## src/rtl/sdr_rd_pkg.sv

```systemverilog
`timescale 1ns/1ps
package sdr_rd_pkg;
  // Strobes sent from control to datapath each cycle
  typedef struct packed {
    logic beat;    // a column beat is taken this cycle
    logic latTwo;  // latency two is selected (else three)
  } rdCtlT;

  localparam int MAX_LAT  = 3;
  localparam int MASK_LAT = 2;
endpackage

```

## src/rtl/sdr_rd_ctl.sv

```systemverilog
`timescale 1ns/1ps
module sdr_rd_ctl
  import sdr_rd_pkg::*;
#(
  parameter int BURST_LEN = 4
) (
  input  logic       clk,
  input  logic       rstN,
  input  logic [1:0] latSel,
  input  logic       rdIssue,
  input  logic       stopCmd,
  output rdCtlT      strb
);
  localparam int CNT_W = $clog2(BURST_LEN + 1);
  localparam logic [CNT_W-1:0] RELOAD = CNT_W'(BURST_LEN - 1);

  logic [CNT_W-1:0] beatsLeft;
  logic [CNT_W-1:0] beatsLeftNxt;
  logic             burstOn;

  assign burstOn = (beatsLeft != '0);

  always_comb begin
    strb.beat   = rdIssue | (burstOn & ~stopCmd);
    strb.latTwo = (latSel == 2'd2);
    if (rdIssue)
      beatsLeftNxt = RELOAD;
    else if (stopCmd || !burstOn)
      beatsLeftNxt = '0;
    else
      beatsLeftNxt = beatsLeft - 1'b1;
  end

  always_ff @(posedge clk or negedge rstN) begin
    if (!rstN) beatsLeft <= '0;
    else       beatsLeft <= beatsLeftNxt;
  end


  stop_ends_burst_chk: assert property (@(posedge clk) disable iff (!rstN)
    (stopCmd && !rdIssue) |=> (strb.beat == rdIssue));


  beat_continuity_chk: assert property (@(posedge clk) disable iff (!rstN)
    (strb.beat && !rdIssue) |-> $past(strb.beat));
endmodule

```

## src/rtl/sdr_rd_dp.sv

```systemverilog
`timescale 1ns/1ps
module sdr_rd_dp
  import sdr_rd_pkg::*;
#(
  parameter int DATA_W = 16
) (
  input  logic              clk,
  input  logic              rstN,
  input  rdCtlT             strb,
  input  logic [DATA_W-1:0] arrData,
  input  logic [DATA_W/8-1:0] dqm,
  input  logic              wrEn,
  input  logic [DATA_W-1:0] wrData,
  output logic [DATA_W-1:0] dqOut,
  output logic [DATA_W/8-1:0] dqOe,
  output logic [DATA_W-1:0] arrWrData,
  output logic [DATA_W/8-1:0] arrWrBe
);
  localparam int BYTES = DATA_W / 8;

  logic [MAX_LAT-1:0] vPipe;
  logic [DATA_W-1:0]  dPipe [MAX_LAT];
  logic [BYTES-1:0]   mPipe [MASK_LAT];
  logic               selV;
  logic [DATA_W-1:0]  selD;

  always_ff @(posedge clk or negedge rstN) begin
    if (!rstN) begin
      vPipe[0] <= 1'b0;
      dPipe[0] <= '0;
      mPipe[0] <= '0;
    end else begin
      vPipe[0] <= strb.beat;
      dPipe[0] <= strb.beat ? arrData : '0;
      mPipe[0] <= dqm;
    end
  end

  genvar s;
  generate
    for (s = 1; s < MAX_LAT; s++) begin : g_dstage
      always_ff @(posedge clk or negedge rstN) begin
        if (!rstN) begin
          vPipe[s] <= 1'b0;
          dPipe[s] <= '0;
        end else begin
          vPipe[s] <= vPipe[s-1];
          dPipe[s] <= dPipe[s-1];
        end
      end
    end
    for (s = 1; s < MASK_LAT; s++) begin : g_mstage
      always_ff @(posedge clk or negedge rstN) begin
        if (!rstN) mPipe[s] <= '0;
        else       mPipe[s] <= mPipe[s-1];
      end
    end
  endgenerate

  // Tap the stage that matches the programmed latency
  always_comb begin
    if (strb.latTwo) begin
      selV = vPipe[1];
      selD = dPipe[1];
    end else begin
      selV = vPipe[MAX_LAT-1];
      selD = dPipe[MAX_LAT-1];
    end
  end

  assign arrWrData = wrData;

  // Cycles since reset, used only to keep lookback assertions in range
  logic [1:0] warm;
  always_ff @(posedge clk or negedge rstN) begin
    if (!rstN)            warm <= '0;
    else if (warm != 2'd3) warm <= warm + 1'b1;
  end

  genvar b;
  generate
    for (b = 0; b < BYTES; b++) begin : g_byte
      assign dqOe[b]          = selV & ~mPipe[MASK_LAT-1][b];
      assign dqOut[b*8 +: 8]  = dqOe[b] ? selD[b*8 +: 8] : 8'h00;
      assign arrWrBe[b]       = wrEn & ~dqm[b];


      rd_mask_lat_chk: assert property (@(posedge clk) disable iff (!rstN)
        (warm >= 2'd2 && dqOe[b]) |-> !$past(dqm[b], 2));
    end
  endgenerate


  lat_two_chk: assert property (@(posedge clk) disable iff (!rstN)
    (warm == 2'd3 && strb.latTwo && (dqOe != '0)) |-> $past(strb.beat, 2));


  lat_three_chk: assert property (@(posedge clk) disable iff (!rstN)
    (warm == 2'd3 && !strb.latTwo && (dqOe != '0)) |-> $past(strb.beat, 3));
endmodule

```

## src/rtl/sdr_rd_path.sv

```systemverilog
`timescale 1ns/1ps
module sdr_rd_path
  import sdr_rd_pkg::*;
#(
  parameter int DATA_W    = 16,
  parameter int BURST_LEN = 4
) (
  input  logic              clk,
  input  logic              rstN,
  input  logic [1:0]        latSel,
  input  logic              rdIssue,
  input  logic              stopCmd,
  input  logic [DATA_W-1:0] arrData,
  input  logic [DATA_W/8-1:0] dqm,
  input  logic              wrEn,
  input  logic [DATA_W-1:0] wrData,
  output logic [DATA_W-1:0] dqOut,
  output logic [DATA_W/8-1:0] dqOe,
  output logic [DATA_W-1:0] arrWrData,
  output logic [DATA_W/8-1:0] arrWrBe
);
  rdCtlT strb;

  sdr_rd_ctl #(.BURST_LEN(BURST_LEN)) u_ctl (
    .clk     (clk),
    .rstN    (rstN),
    .latSel  (latSel),
    .rdIssue (rdIssue),
    .stopCmd (stopCmd),
    .strb    (strb)
  );

  sdr_rd_dp #(.DATA_W(DATA_W)) u_dp (
    .clk       (clk),
    .rstN      (rstN),
    .strb      (strb),
    .arrData   (arrData),
    .dqm       (dqm),
    .wrEn      (wrEn),
    .wrData    (wrData),
    .dqOut     (dqOut),
    .dqOe      (dqOe),
    .arrWrData (arrWrData),
    .arrWrBe   (arrWrBe)
  );
endmodule

```

## config.mk

```make
export PLATFORM = sky130hd
export DESIGN_NAME = sdr_rd_path
export DESIGN_NICKNAME = d
export VERILOG_FILES = /design/src/rtl/sdr_rd_pkg.sv /design/src/rtl/sdr_rd_ctl.sv /design/src/rtl/sdr_rd_dp.sv /design/src/rtl/sdr_rd_path.sv
export SDC_FILE = /design/constraint.sdc
export NUM_CORES = 1
export LEC_CHECK = 0
export ABC_AREA = 0
export BUFFER_PORTS_ARGS = -buffer_cell sky130_fd_sc_hd__buf_2
export CAP_MARGIN = 25
export CORE_AREA = 4 4 64 90
export DETAILED_ROUTE_END_ITERATION = 7
export DIE_AREA = 0 0 68 94
export PLACE_DENSITY = 0.72
export SYNTH_ARGS = -nofsm -noshare
export SYNTH_HDL_FRONTEND = slang
export SYNTH_SLANG_ARGS = --single-unit
```

## constraint.sdc

```tcl
create_clock -name clk -period 1.8 [get_ports clk]
set_input_delay 0.45 -clock clk [delete_from_list [all_inputs] [get_ports clk]]
set_output_delay 0.45 -clock clk [all_outputs]
set_load 0.005 [all_outputs]
```

==> impl_summary.log <==
INFO  metric cts_max_path_buffers = 2
INFO  metric worst_r2r_endpoint = u_dp.dPipe[42]
INFO  metric chipHeight = 94 um
INFO  metric final.period_utilization = 95.6%
INFO  metric synthesis.area_per_instance = between 10 and 15 um^2
INFO  metric vdd.ir_drop.worst = 0.728 mV
INFO  metric rsz_0062_raised_after_global_routing = yes
INFO  metric synth_cell_types = 19
INFO  metric worst_case_setup_margin_in_the_final_layout = just under 0.08 ns
INFO  metric setup_tns = 0 ns
INFO  metric synthesis.area = between 0.002 and 0.0025 mm^2
INFO  metric drt_pass1_iterations = 4
INFO  metric clk-insertion-delay-late = 0.32 ns
INFO  metric synth_top_cells_by_count = 58 x sky130_fd_sc_hd__dfrtp_1, 22 x sky130_fd_sc_hd__nand3_1, 19 x sky130_fd_sc_hd__buf_4, 16 x sky130_fd_sc_hd__and2_1
INFO  metric worst_setup_hold_path_clk_slew = approximately 0.06 ns
INFO  metric numPlacedInstances = roughly 250
INFO  metric grt_first_pass_wirelength = around 5.7 mm
INFO  metric avgRoutedWirePerCell = approximately 13 um
INFO  metric seq_power_share = a little under half
INFO  metric power_frac_clock = 46.6%
INFO  metric syn-instance-count = approximately 170
INFO  metric ys.warnings.count = 0
INFO  metric p_int = between 2 and 2.5 mW
INFO  metric ys_seq_area_share = between 60% and 70%
INFO  metric worstRegToRegCells = 5
INFO  metric numPortBuffers = between 40 and 50
INFO  metric num_vias = 1238
INFO  metric grt_remaining_overflow = 0
INFO  metric power.leakage = 1.25 nW
INFO  metric fp.dieW = about 68 um
INFO  metric num_antenna_cells = 0
INFO  metric power_density = 1170 mW/mm^2
INFO  metric power.switching = around 0.6 mW
INFO  metric final_cells = between 200 and 300
INFO  metric clock_period_minus_final_worst_setup_slack = about 1.7 ns
INFO  metric number_of_global_route_vias_before_repair = about 1300
INFO  metric power.switching_fraction = between 10% and 20%
INFO  metric yosysTopAreaCell = sky130_fd_sc_hd__dfrtp_1
INFO  metric core_area = a little over 0.005 mm^2
INFO  metric grtUsageTotal = between 10% and 20%
INFO  metric worst_setup_path_end_kind = output pin
INFO  metric tightestPinTransition = around 0.51 ns
INFO  metric yosys_register_bits = 58
INFO  metric synth_largest_type_area_fraction = roughly 66%
INFO  metric cts.hold.buffers_added = 0
INFO  metric edff_count_synth = 0
INFO  metric std_cell_rows = 31
INFO  metric drc = 0
INFO  metric fin_util = between 50% and 60%
INFO  metric final_antenna_net_count = 0
INFO  metric drv_cap = 0
INFO  metric timing.final.setup_violations = 0
INFO  metric arrival = ~1.3 ns
INFO  metric report.final.hold_viol_count = 0
INFO  metric grt_max_degree = 59
INFO  metric area.growth.synth_to_final = 21.0%
INFO  metric place_ws = 0.0546 ns
INFO  metric ios = 77
INFO  metric fp.dieArea = 0.00639 mm^2
INFO  metric fin_worst_skew = 0.00565 ns
INFO  metric via_per_inst = roughly 4.6
INFO  metric slew_viol_final = 0
INFO  metric gp_routability_congestion = 0.753
INFO  metric min_path_type = in2async
INFO  metric h_tree_depth_reported_by_cts = 3
INFO  metric rrSetupSlack = 0.26 ns
INFO  metric timing.rr.start = u_ctl.beatsLeft[0]
INFO  metric drt-total-wl = 3.42 mm
INFO  metric critical_path_required = 1.35 ns
INFO  metric cts_num_sinks = between 50 and 60
INFO  metric totalPowerFinal = between 3 and 4 mW
INFO  metric tritoncts_clock_tree = yes
INFO  metric cts_inserted_buffers = 9
INFO  metric ys_dominant_reg_cell = sky130_fd_sc_hd__dfrtp_1
INFO  metric place_hpwl = about 2.3 mm
INFO  metric slew_hr = 65.8%
INFO  metric cp-start-kind = register
INFO  metric fmax = ~580 MHz
INFO  metric fin_nets = 244
INFO  metric synth.most_common_cell = sky130_fd_sc_hd__dfrtp_1
INFO  metric outcome = completed
INFO  metric drtIter0Drc = between 40 and 50
INFO  metric yosys-top-cells-area = sky130_fd_sc_hd__dfrtp_1 66%, sky130_fd_sc_hd__buf_4 6.5%, sky130_fd_sc_hd__nand3_1 5.0%
INFO  metric syn-num-nets = approximately 210
INFO  metric critical_path_peak_fanout = 10
INFO  metric grt_antenna_before_repair = 0
INFO  metric initial_utilization = a little over two fifths
INFO  metric share_comb_of_total_power = under 10%
INFO  metric drive_gt1_share = 44.2%
INFO  metric async_flop_share = 100%
INFO  metric ctsRootBufferMaster = sky130_fd_sc_hd__clkbuf_8
INFO  metric timing_worst_setup_path_type = reg2out
-- timing repair --
action | in CTS | in global routing
gates resized for setup | 2 | 4
endpoints found under the setup margin | 10 | 14
buffers inserted | 0 | 2
-- stage by stage --
step / hold WS, ns / area [um^2]
finish: 0.110 / 2640
global route: 0.123 / 2640
CTS: 0.114 / 2610
detailed placement: 0.335 / 2360
global placement: 0.331 / 2360
floorplan: 0.154 / 2180
-- layer usage --
metal / GRT usage [%] / share of wire (%) / up-vias
li1: - / - / 603
met1: 13.8 / 40 / 569
met2: 18.1 / 50 / 53
met3: 5.03 / 6.3 / 13
met4: 8.96 / 3.5 / 0
met5: 0 / 0 / -
-- worst max path at each step --
| stage | end | startpoint | slack (ns) | cells after the start |
|---|---|---|---|---|
| 3_3_place_gp | dqOe[0] | latSel[0] | 0.08 | 6 |
| 2_1_floorplan | dqOut[10] | latSel[0] | 0.31 | 5 |
| 4_1_cts | dqOut[11] | u_dp.vPipe[2] | 0.007 | 4 |
| 6_report | dqOut[11] | u_dp.vPipe[2] | 0.08 | 4 |
| 3_5_place_dp | dqOe[0] | latSel[0] | 0.05 | 6 |
| 5_1_grt | dqOut[11] | u_dp.vPipe[2] | -0.01 | 4 |
-- sequential cells by signal, indices dropped and copies added, names as in the netlist --
| signal | flops |
|---|---|
| u_dp.mPipe | 4 |
| u_dp.vPipe | 3 |
| u_ctl.beatsLeft | 3 |
| u_dp.dPipe | 48 |
-- cell families after synthesis --
logic type      after synthesis  share of synthesized area (%)
compound gates               19                           6.47
fa+ha+maj                     2                           1.15
buf+inv                      31                           9.51
flops                        58                           66.4
mux                           1                          0.458
simple gates                 55                           16.0
-- cells in the final DEF (no fill, tap or decap) --
cell type                   count
sky130_fd_sc_hd__clkinv_2       2
sky130_fd_sc_hd__buf_6          1
sky130_fd_sc_hd__mux2i_2        1
sky130_fd_sc_hd__dfrtp_2        1
sky130_fd_sc_hd__ha_1           2
sky130_fd_sc_hd__clkbuf_8      11
sky130_fd_sc_hd__bufinv_16      3
sky130_fd_sc_hd__a21oi_2       11
sky130_fd_sc_hd__o31ai_1        2
sky130_fd_sc_hd__buf_12         2
sky130_fd_sc_hd__buf_4          3
sky130_fd_sc_hd__nand3_1       22
sky130_fd_sc_hd__buf_8          1
sky130_fd_sc_hd__nand2b_1       1
sky130_fd_sc_hd__nand3_2       10
sky130_fd_sc_hd__nor4_1         1
sky130_fd_sc_hd__nor2_1         2
sky130_fd_sc_hd__inv_1          4
sky130_fd_sc_hd__o21ai_2        1
sky130_fd_sc_hd__dfrtp_1       57
sky130_fd_sc_hd__and2_1        16
sky130_fd_sc_hd__a21oi_1        5
sky130_fd_sc_hd__buf_2         44
sky130_fd_sc_hd__nor2b_1        3
-- cell type report --
class | count | area [um^2]
Inverter | 4 | 15.0
Multi-Input combinational cell | 77 | 533
Timing Repair Buffer | 51 | 309
Sequential cell | 58 | 1450
Clock inverter | 5 | 100
Clock buffer | 11 | 151
Tap cell | 66 | 82.6
Fill cell | 437 | 2400
-- power by group through the flow --
stage	logic (mW)	clock network (mW)	registers [mW]
final	0.219	1.45	1.44
after global routing	0.248	1.53	1.45
after CTS	0.215	1.48	1.44
after detailed placement	0.213	0	1.46
after global placement	0.209	0	1.46
after floorplan	0.156	0	1.44
-- critical path, cell delays in order (launching register included) --
cell	delay [ns]
sky130_fd_sc_hd__dfrtp_2	0.43
sky130_fd_sc_hd__buf_8	0.17
sky130_fd_sc_hd__nand3_2	0.09
sky130_fd_sc_hd__a21oi_2	0.14
sky130_fd_sc_hd__buf_2	0.13
Note: power is estimated with default switching activity, not from simulation.
